[src/rtl/wrongpath_pkg.sv]
package wrongpath_pkg;

   typedef enum logic [3:0] {
      HC_NONE           = 4'd0,
      HC_NULL_PTR       = 4'd1,
      HC_RO_WRITE       = 4'd2,
      HC_DATA_MISALIGN  = 4'd3,
      HC_OUT_OF_SEG     = 4'd4,
      HC_CODE_TOUCH     = 4'd5,
      HC_TLB_PILEUP     = 4'd6,
      HC_MISP_NEST      = 4'd7,
      HC_RET_UNDERFLOW  = 4'd8,
      HC_FETCH_MISALIGN = 4'd9,
      HC_DIV_ZERO       = 4'd10
   } hint_code_e;

   // source slots; index order is the tie-break order
   localparam int SRC_MEM   = 0;
   localparam int SRC_TLB   = 1;
   localparam int SRC_NEST  = 2;
   localparam int SRC_RET   = 3;
   localparam int SRC_FETCH = 4;
   localparam int SRC_DIV   = 5;
   localparam int NUM_SRC   = 6;

endpackage

[src/rtl/wrongpath_mem_check.sv]
module wrongpath_mem_check
   import wrongpath_pkg::*;
#(
   parameter int AW = 32
) (
   input  logic          valid,
   input  logic          is_store,
   input  logic [1:0]    size,
   input  logic [AW-1:0] addr,
   input  logic          page_ro,
   input  logic [AW-1:0] seg_lo,
   input  logic [AW-1:0] seg_hi,
   input  logic [AW-1:0] code_lo,
   input  logic [AW-1:0] code_hi,
   output logic          hit,
   output hint_code_e    code
);

   initial assert (AW >= 4) else $fatal(1, "AW must be at least 4");

   logic [AW-1:0] align_mask;
   logic          is_null, ro_bad, misalign, out_seg, in_code;

   always_comb begin
      align_mask = (AW'(1) << size) - AW'(1);
      is_null    = (addr == '0);
      ro_bad     = is_store && page_ro;
      misalign   = |(addr & align_mask);
      out_seg    = (addr < seg_lo) || (addr > seg_hi);
      in_code    = (addr >= code_lo) && (addr <= code_hi);
   end

   always_comb begin
      hit  = 1'b0;
      code = HC_NONE;
      if (valid) begin
         hit = 1'b1;
         if (is_null)       code = HC_NULL_PTR;
         else if (ro_bad)   code = HC_RO_WRITE;
         else if (misalign) code = HC_DATA_MISALIGN;
         else if (out_seg)  code = HC_OUT_OF_SEG;
         else if (in_code)  code = HC_CODE_TOUCH;
         else               hit  = 1'b0;
      end
   end

   // a null access never reports a lower-precedence cause
   always_comb begin
      if (valid && is_null)
         p_null_first_r4: assert (code == HC_NULL_PTR);
   end

endmodule

[src/rtl/wrongpath_ctrl_track.sv]
module wrongpath_ctrl_track #(
   parameter int MISP_LIMIT = 3,
   parameter int TLB_LIMIT  = 3,
   parameter int TLB_MAX    = 15
) (
   input  logic clk,
   input  logic rst_n,
   input  logic br_valid,
   input  logic br_mispred,
   input  logic br_older_open,
   input  logic br_oldest_done,
   input  logic flush,
   input  logic tlb_new,
   input  logic tlb_done,
   output logic nest_hit,
   output logic tlb_hit
);

   localparam int MW = (MISP_LIMIT < 2) ? 1 : $clog2(MISP_LIMIT);
   localparam int TW = $clog2(TLB_MAX + 1);

   initial assert (MISP_LIMIT >= 1) else $fatal(1, "MISP_LIMIT must be >= 1");
   initial assert (TLB_LIMIT >= 1 && TLB_LIMIT <= TLB_MAX)
      else $fatal(1, "TLB_LIMIT must lie in 1..TLB_MAX");

   // nesting counter
   logic          counting, clr;
   logic [MW-1:0] nest_cnt, nest_nxt;

   assign counting = br_valid && br_mispred && br_older_open;
   assign clr      = flush || br_oldest_done;

   generate
      if (MISP_LIMIT == 1) begin : g_nest_single
         assign nest_hit = counting && !clr;
         assign nest_nxt = '0;
      end else begin : g_nest_count
         always_comb begin
            nest_hit = counting && !clr && (nest_cnt == MW'(MISP_LIMIT - 1));
            if (clr || nest_hit) nest_nxt = '0;
            else if (counting)   nest_nxt = nest_cnt + MW'(1);
            else                 nest_nxt = nest_cnt;
         end
      end
   endgenerate

   always_ff @(posedge clk) begin
      if (!rst_n) nest_cnt <= '0;
      else        nest_cnt <= nest_nxt;
   end

   // outstanding TLB miss counter
   logic [TW-1:0] tlb_cnt, tlb_nxt;

   always_comb begin
      tlb_nxt = tlb_cnt;
      if (tlb_new && !tlb_done)
         tlb_nxt = (tlb_cnt == TW'(TLB_MAX)) ? tlb_cnt : tlb_cnt + TW'(1);
      else if (!tlb_new && tlb_done)
         tlb_nxt = (tlb_cnt == '0) ? tlb_cnt : tlb_cnt - TW'(1);
      tlb_hit = tlb_new && (int'(tlb_nxt) >= TLB_LIMIT);
   end

   always_ff @(posedge clk) begin
      if (!rst_n) tlb_cnt <= '0;
      else        tlb_cnt <= tlb_nxt;
   end

   p_nest_clear_r7: assert property (@(posedge clk) disable iff (!rst_n)
      clr |=> (nest_cnt == '0));

   p_nest_wrap_r6: assert property (@(posedge clk) disable iff (!rst_n)
      nest_hit |=> (nest_cnt == '0));

   p_nest_below_r6: assert property (@(posedge clk) disable iff (!rst_n)
      int'(nest_cnt) < ((MISP_LIMIT < 2) ? 1 : MISP_LIMIT));

   p_tlb_bound_r5: assert property (@(posedge clk) disable iff (!rst_n)
      int'(tlb_cnt) <= TLB_MAX);

endmodule

[src/rtl/wrongpath_oldest_pick.sv]
module wrongpath_oldest_pick
   import wrongpath_pkg::*;
#(
   parameter int N  = 6,
   parameter int SW = 8,
   parameter int PW = 32
) (
   input  logic [N-1:0]          req,
   input  logic [N-1:0][SW-1:0]  seq,
   input  logic [N-1:0][PW-1:0]  pc,
   input  hint_code_e            code [N],
   output logic                  any,
   output logic [SW-1:0]         win_seq,
   output logic [PW-1:0]         win_pc,
   output hint_code_e            win_code,
   output logic [N-1:0]          grant
);

   initial assert (N >= 2 && SW >= 2) else $fatal(1, "bad arbiter sizing");

   function automatic logic older(input logic [SW-1:0] a, input logic [SW-1:0] b);
      logic [SW-1:0] d;
      d = a - b;
      return d[SW-1];
   endfunction

   always_comb begin
      any      = 1'b0;
      win_seq  = '0;
      win_pc   = '0;
      win_code = HC_NONE;
      grant    = '0;
      for (int i = 0; i < N; i++) begin
         if (req[i] && (!any || older(seq[i], win_seq))) begin
            any      = 1'b1;
            win_seq  = seq[i];
            win_pc   = pc[i];
            win_code = code[i];
            grant    = '0;
            grant[i] = 1'b1;
         end
      end
   end

   // exactly one winner whenever any source asks
   always_comb begin
      p_grant_onehot_r11: assert ($onehot0(grant) && ((|grant) == (|req)));
   end

endmodule

[src/rtl/wrongpath_detect.sv]
module wrongpath_detect
   import wrongpath_pkg::*;
#(
   parameter int AW         = 32,
   parameter int SW         = 8,
   parameter int PW         = 32,
   parameter int DW         = 32,
   parameter int INSN_BYTES = 4,
   parameter int MISP_LIMIT = 3,
   parameter int TLB_LIMIT  = 3,
   parameter int TLB_MAX    = 15
) (
   input  logic          clk,
   input  logic          rst_n,
   input  logic [AW-1:0] seg_lo,
   input  logic [AW-1:0] seg_hi,
   input  logic [AW-1:0] code_lo,
   input  logic [AW-1:0] code_hi,
   input  logic          mem_valid,
   input  logic          mem_is_store,
   input  logic [1:0]    mem_size,
   input  logic [AW-1:0] mem_addr,
   input  logic          mem_page_ro,
   input  logic [SW-1:0] mem_seq,
   input  logic [PW-1:0] mem_pc,
   input  logic          tlb_miss_new,
   input  logic          tlb_miss_done,
   input  logic [SW-1:0] tlb_miss_seq,
   input  logic [PW-1:0] tlb_miss_pc,
   input  logic          br_valid,
   input  logic          br_mispred,
   input  logic          br_older_open,
   input  logic          br_oldest_done,
   input  logic [SW-1:0] br_seq,
   input  logic [PW-1:0] br_pc,
   input  logic          flush,
   input  logic          ret_stack_pop,
   input  logic          ret_stack_empty,
   input  logic [SW-1:0] ret_seq,
   input  logic [PW-1:0] ret_pc,
   input  logic          fetch_valid,
   input  logic [PW-1:0] fetch_addr,
   input  logic [SW-1:0] fetch_seq,
   input  logic          div_valid,
   input  logic [DW-1:0] div_divisor,
   input  logic [SW-1:0] div_seq,
   input  logic [PW-1:0] div_pc,
   output logic          hint_valid,
   output logic [3:0]    hint_code,
   output logic [SW-1:0] hint_seq,
   output logic [PW-1:0] hint_pc
);

   initial assert (INSN_BYTES >= 1 && (INSN_BYTES & (INSN_BYTES - 1)) == 0)
      else $fatal(1, "INSN_BYTES must be a power of two");
   initial assert (DW >= 1 && PW >= 2) else $fatal(1, "bad widths");

   // memory checks
   logic       mem_hit;
   hint_code_e mem_code;

   wrongpath_mem_check #(.AW(AW)) u_mem (
      .valid    (mem_valid),
      .is_store (mem_is_store),
      .size     (mem_size),
      .addr     (mem_addr),
      .page_ro  (mem_page_ro),
      .seg_lo   (seg_lo),
      .seg_hi   (seg_hi),
      .code_lo  (code_lo),
      .code_hi  (code_hi),
      .hit      (mem_hit),
      .code     (mem_code)
   );

   // counter-based causes
   logic nest_hit, tlb_hit;

   wrongpath_ctrl_track #(
      .MISP_LIMIT (MISP_LIMIT),
      .TLB_LIMIT  (TLB_LIMIT),
      .TLB_MAX    (TLB_MAX)
   ) u_track (
      .clk            (clk),
      .rst_n          (rst_n),
      .br_valid       (br_valid),
      .br_mispred     (br_mispred),
      .br_older_open  (br_older_open),
      .br_oldest_done (br_oldest_done),
      .flush          (flush),
      .tlb_new        (tlb_miss_new),
      .tlb_done       (tlb_miss_done),
      .nest_hit       (nest_hit),
      .tlb_hit        (tlb_hit)
   );

   // fetch alignment
   logic fetch_bad;
   generate
      if (INSN_BYTES == 1) begin : g_fetch_byte
         assign fetch_bad = 1'b0;
      end else begin : g_fetch_word
         localparam int LB = $clog2(INSN_BYTES);
         assign fetch_bad = fetch_valid && (|fetch_addr[LB-1:0]);
      end
   endgenerate

   logic ret_bad, div_bad;
   assign ret_bad = ret_stack_pop && ret_stack_empty;
   assign div_bad = div_valid && (div_divisor == '0);

   // gather sources
   logic [NUM_SRC-1:0]          src_req;
   logic [NUM_SRC-1:0][SW-1:0]  src_seq;
   logic [NUM_SRC-1:0][PW-1:0]  src_pc;
   hint_code_e                  src_code [NUM_SRC];

   always_comb begin
      src_req[SRC_MEM]    = mem_hit;
      src_seq[SRC_MEM]    = mem_seq;
      src_pc[SRC_MEM]     = mem_pc;
      src_code[SRC_MEM]   = mem_code;
      src_req[SRC_TLB]    = tlb_hit;
      src_seq[SRC_TLB]    = tlb_miss_seq;
      src_pc[SRC_TLB]     = tlb_miss_pc;
      src_code[SRC_TLB]   = HC_TLB_PILEUP;
      src_req[SRC_NEST]   = nest_hit;
      src_seq[SRC_NEST]   = br_seq;
      src_pc[SRC_NEST]    = br_pc;
      src_code[SRC_NEST]  = HC_MISP_NEST;
      src_req[SRC_RET]    = ret_bad;
      src_seq[SRC_RET]    = ret_seq;
      src_pc[SRC_RET]     = ret_pc;
      src_code[SRC_RET]   = HC_RET_UNDERFLOW;
      src_req[SRC_FETCH]  = fetch_bad;
      src_seq[SRC_FETCH]  = fetch_seq;
      src_pc[SRC_FETCH]   = fetch_addr;
      src_code[SRC_FETCH] = HC_FETCH_MISALIGN;
      src_req[SRC_DIV]    = div_bad;
      src_seq[SRC_DIV]    = div_seq;
      src_pc[SRC_DIV]     = div_pc;
      src_code[SRC_DIV]   = HC_DIV_ZERO;
   end

   logic               win_any;
   logic [SW-1:0]      win_seq;
   logic [PW-1:0]      win_pc;
   hint_code_e         win_code;
   logic [NUM_SRC-1:0] win_grant;

   wrongpath_oldest_pick #(.N(NUM_SRC), .SW(SW), .PW(PW)) u_pick (
      .req      (src_req),
      .seq      (src_seq),
      .pc       (src_pc),
      .code     (src_code),
      .any      (win_any),
      .win_seq  (win_seq),
      .win_pc   (win_pc),
      .win_code (win_code),
      .grant    (win_grant)
   );

   always_ff @(posedge clk) begin
      if (!rst_n) begin
         hint_valid <= 1'b0;
         hint_code  <= '0;
         hint_seq   <= '0;
         hint_pc    <= '0;
      end else begin
         hint_valid <= win_any;
         hint_code  <= win_code;
         hint_seq   <= win_seq;
         hint_pc    <= win_pc;
      end
   end

   p_null_hint_r1: assert property (@(posedge clk) disable iff (!rst_n)
      (mem_valid && mem_addr == '0) |=> hint_valid);

   p_div_zero_r10: assert property (@(posedge clk) disable iff (!rst_n)
      (div_valid && div_divisor == '0) |=> hint_valid);

   p_ret_under_r8: assert property (@(posedge clk) disable iff (!rst_n)
      (ret_stack_pop && ret_stack_empty) |=> hint_valid);

   p_idle_quiet_r12: assert property (@(posedge clk) disable iff (!rst_n)
      (!mem_valid && !tlb_miss_new && !(br_valid && br_mispred) &&
       !ret_stack_pop && !fetch_valid && !div_valid) |=> !hint_valid);

   p_code_set_r12: assert property (@(posedge clk) disable iff (!rst_n)
      hint_valid |-> (hint_code != 4'd0));

endmodule

[config.mk]
export PLATFORM = sky130hd
export DESIGN_NAME = wrongpath_detect
export DESIGN_NICKNAME = d
export VERILOG_FILES = /design/src/rtl/wrongpath_pkg.sv /design/src/rtl/wrongpath_mem_check.sv /design/src/rtl/wrongpath_ctrl_track.sv /design/src/rtl/wrongpath_oldest_pick.sv /design/src/rtl/wrongpath_detect.sv
export SDC_FILE = /design/constraint.sdc
export NUM_CORES = 1
export LEC_CHECK = 0
export BUFFER_PORTS_ARGS = -buffer_cell sky130_fd_sc_hd__buf_2
export CAP_MARGIN = 20
export CORE_ASPECT_RATIO = 0.6
export CORE_MARGIN = 2
export CORE_UTILIZATION = 30
export DETAILED_ROUTE_END_ITERATION = 8
export GPL_TIMING_DRIVEN = 0
export PLACE_DENSITY = 0.64
export SLEW_MARGIN = 5
export SYNTH_ARGS = -nofsm -noshare
export SYNTH_HDL_FRONTEND = slang
export SYNTH_SLANG_ARGS = --single-unit
[constraint.sdc]
create_clock -name clk -period 36 [get_ports clk]
set_clock_uncertainty 0.2 [all_clocks]
set_input_delay 7.2 -clock clk [delete_from_list [all_inputs] [get_ports clk]]
set_output_delay 7.2 -clock clk [all_outputs]
set_load 0.02 [all_outputs]
==> metrics <==
status finished, final reports clean; Initial Util 30.2%; port bufs 493; critical path launch point type input port; Mapped Area 9360 um2; num rows 50; Syn-to-layout area delta 34.1%; Critical Path End Type flip-flop; CP max stage delay 670 ps; Syn Area/Cell 7.04 um2; Layout Utilization 40.6%; R2R depth 53; Clock Latency Late Sink 310 ps; Synth cell types 71; Total Routing Usage GR 24.7%; Inserted Clock Buffers 5; Required @ worst endpoint 35,950 ps; Hold Buf Count CTS 0; final wirelength 42.6 mm; die area 32,700 um2; clk root buf clkbuf_16; Crit Path Max Fanout 10; die height 141 um; PostCTS Resize Cnt 0; first-pass iteration count of the detailed router 6; global-route wire length before repair 62.9 mm; min Tclk post-route 23,780 ps; Hold Path Class flip-flop to flip-flop; cell area after layout 12,600 um2; CTS Buffer Depth 2; Max-Cap Viols 0; share of cells above drive strength 1 29.9%; Final ANT Viol Nets 0; WHS Endpoint u_track.nest_cnt[1]$_SDFFE_PP0P_; Rel. slew slack 26.4%; die width 232 um; Worst R2R Setup Slack 22,510 ps; Mapped Cells 1,331; CP Class input port to flip-flop; Peak VDD IR 27.5 uV; sequential area share after synthesis 10.9%; vias per inst 5.35; EDFF count, synth 0; Place WS 12,230 ps; fin worst setup slack 12,220 ps; vias after detailed routing 12,100; part of the cycle the worst path needs 66.0%; WHS Path Cells 2; Finish-stage setup viols 0; clk sink count 51; pwr dens 35.2 nW/um2; static leakage 7.02 nW; worst slew pin tran 1090 ps; Max H-tree Level 2; post-CTS setup buffers 0; Top FF cell, synth dfxtp_1; initial antenna violation count 12; Synth Register Bits 51; TNS Setup 0 ps; RSZ-0062 raised after global routing false; Core Region 31,000 um2; Syn Nets 1,941; vias in the first global route 11,200; FMAX 42.1 MHz; final hold vios 0; largest net degree at the start of global routing 17; Boundary Pins 495; warnings from Yosys 0; Placed Instance Area 12,400 um2; Worst R2R End hint_code[2]$_SDFF_PP0_; post-DR wirelength/cell 18.9 um; Initial DRC Count 1,096; Max Transition Viols Final 0; Most Frequent Cell on Critical Path a21o_1; GRT overflow 0; Final Net Count 2,443; Crit-path slowest cell nor3_1; crit path DAT 23,720 ps; CTS tree done; post-DP HPWL 37.0 mm; final routed DRC violation total 0; asr flop ratio synth 0%; r2r startpoint u_track.tlb_cnt[0]$_SDFF_PN0_; hold path startpoint u_track.nest_cnt[1]$_SDFFE_PP0P_; clock-pin slew on the worst setup and hold paths 70 ps; GP Congestion 0.927
[critical path, delay by kind of cell]
| family | cells | cell delay [ps] |
|---|---|---|
| compound gates | 29 | 6450 |
| simple gates | 17 | 4120 |
| buf+inv | 11 | 2990 |
| fa+ha+maj | 6 | 1620 |
| mux | 2 | 760 |
| xor+xnor | 3 | 510 |
[how the worst max path moves through the flow]
stage,cells past startpoint,to,slack (ps),start
4_1_cts,68,hint_code[2]$_SDFF_PP0_,12460,mem_addr[9]
5_1_grt,69,hint_pc[26]$_SDFF_PN0_,11040,mem_addr[9]
3_5_place_dp,68,hint_code[2]$_SDFF_PP0_,12230,mem_addr[9]
3_3_place_gp,67,hint_code[2]$_SDFF_PP0_,11740,mem_addr[9]
2_1_floorplan,67,hint_pc[0]$_SDFF_PN0_,15660,seg_lo[9]
6_report,68,hint_code[2]$_SDFF_PP0_,12220,mem_addr[9]
[synthesized netlist by cell type (all sizes together), types with 6 or more instances]
| cell type | number | area, um2 |
|---|---|---|
| dfxtp | 51 | 1020 |
| nor2b | 6 | 37.5 |
| nor2 | 67 | 251 |
| and3 | 40 | 250 |
| or2 | 9 | 56.3 |
| and2 | 6 | 37.5 |
| nor3 | 23 | 120 |
| nand4 | 30 | 188 |
| o21a | 7 | 52.6 |
| mux2 | 7 | 82.6 |
| ha | 160 | 2000 |
| nand3 | 51 | 260 |
| o311ai | 40 | 350 |
| clkbuf | 45 | 169 |
| a221oi | 7 | 61.3 |
| nand2 | 135 | 507 |
| a21oi | 164 | 821 |
| xnor2 | 7 | 80.1 |
| buf | 20 | 106 |
| o21ai | 37 | 185 |
| nor4 | 24 | 156 |
| a21o | 32 | 240 |
| a211oi | 10 | 85.1 |
| or3 | 8 | 50.1 |
| mux2i | 75 | 751 |
| nand2b | 8 | 50.1 |
| inv | 182 | 683 |
| o31ai | 8 | 73.8 |
| and4 | 7 | 61.3 |
[logic make-up (layout without fill, tap and decap cells)]
logic type                 Yosys count  in the layout  synth area share, %
and+or+nand+nor                    427            427                 22.8
AOI/OAI and AO/OA                  356            356                 24.9
buffers and inverters              248            751                 10.3
adders and majority gates          160            160                 21.4
muxes                               82             82                 8.90
DFF                                 51             51                 10.9
xor gates and xnor gates             7              7                0.855
other                                0              7                    0
[metal layers]
| layer | track usage (%) | vias up | part of all wire, % |
|---|---|---|---|
| met3 | 3.90 | 54 | 7.4 |
| met2 | 36.8 | 512 | 42 |
| met4 | 4.99 | 6 | 1.8 |
| met5 | 0 | - | 0.089 |
| li1 | - | 5849 | - |
| met1 | 37.0 | 5653 | 49 |
[stage by stage]
step	std cells	hold slack (ps)	total power, mW
after floorplan	1331	261	0.268
after global placement	2240	275	0.369
after detailed placement	2241	283	0.377
after CTS	2249	301	0.438
after global routing	2255	355	0.473
final	2257	301	0.442
[power breakdown]
| part | total, mW | switching, mW | internal (mW) |
|---|---|---|---|
| Combinational | 0.303 | 0.190 | 0.113 |
| Sequential | 0.0788 | 0.00553 | 0.0733 |
| Clock | 0.0599 | 0.0248 | 0.0351 |
| Total | 0.442 | 0.220 | 0.222 |
[state kept, by name, summed over array words and instances (netlist names)]
register / flops
hint_code: 4
hint_pc: 32
hint_seq: 8
hint_valid: 1
u_track.nest_cnt: 2
u_track.tlb_cnt: 4
[layout by cell type, fill, tap and decap left out, types with 6 or more instances in the layout]
cell type / synthesis / final
a221oi_1: 7 / 7
and3_1: 40 / 40
o31ai_1: 7 / 7
a211oi_1: 8 / 8
xnor2_1: 6 / 6
mux2_2: 6 / 6
clkbuf_1: 45 / 45
mux2i_1: 75 / 75
nand4_1: 30 / 30
nor3_1: 22 / 22
and2_1: 6 / 6
and4_1: 7 / 7
diode_2: 0 / 7
inv_1: 182 / 182
nand3_1: 50 / 50
nor2b_1: 6 / 6
or3_1: 8 / 8
dfxtp_1: 51 / 51
or2_2: 6 / 6
nor2_1: 67 / 67
nand2b_1: 8 / 8
o311ai_1: 39 / 39
ha_1: 160 / 160
o21a_1: 7 / 7
nor4_1: 23 / 23
nand2_1: 135 / 135
buf_2: 13 / 507
a21oi_1: 164 / 164
a21o_1: 32 / 32
o21ai_0: 35 / 35
[area by class of cell]
cell class / instances / area [um2]
clock buffer: 6 / 139
inverter: 183 / 687
sequential: 51 / 1020
fill: 3347 / 18400
antenna: 7 / 17.5
tap: 416 / 520
multi-input combinational: 1032 / 7380
clock inverter: 2 / 38.8
buffer: 65 / 275
timing repair buffer: 495 / 2480
Power figures use the tool's default switching activity.
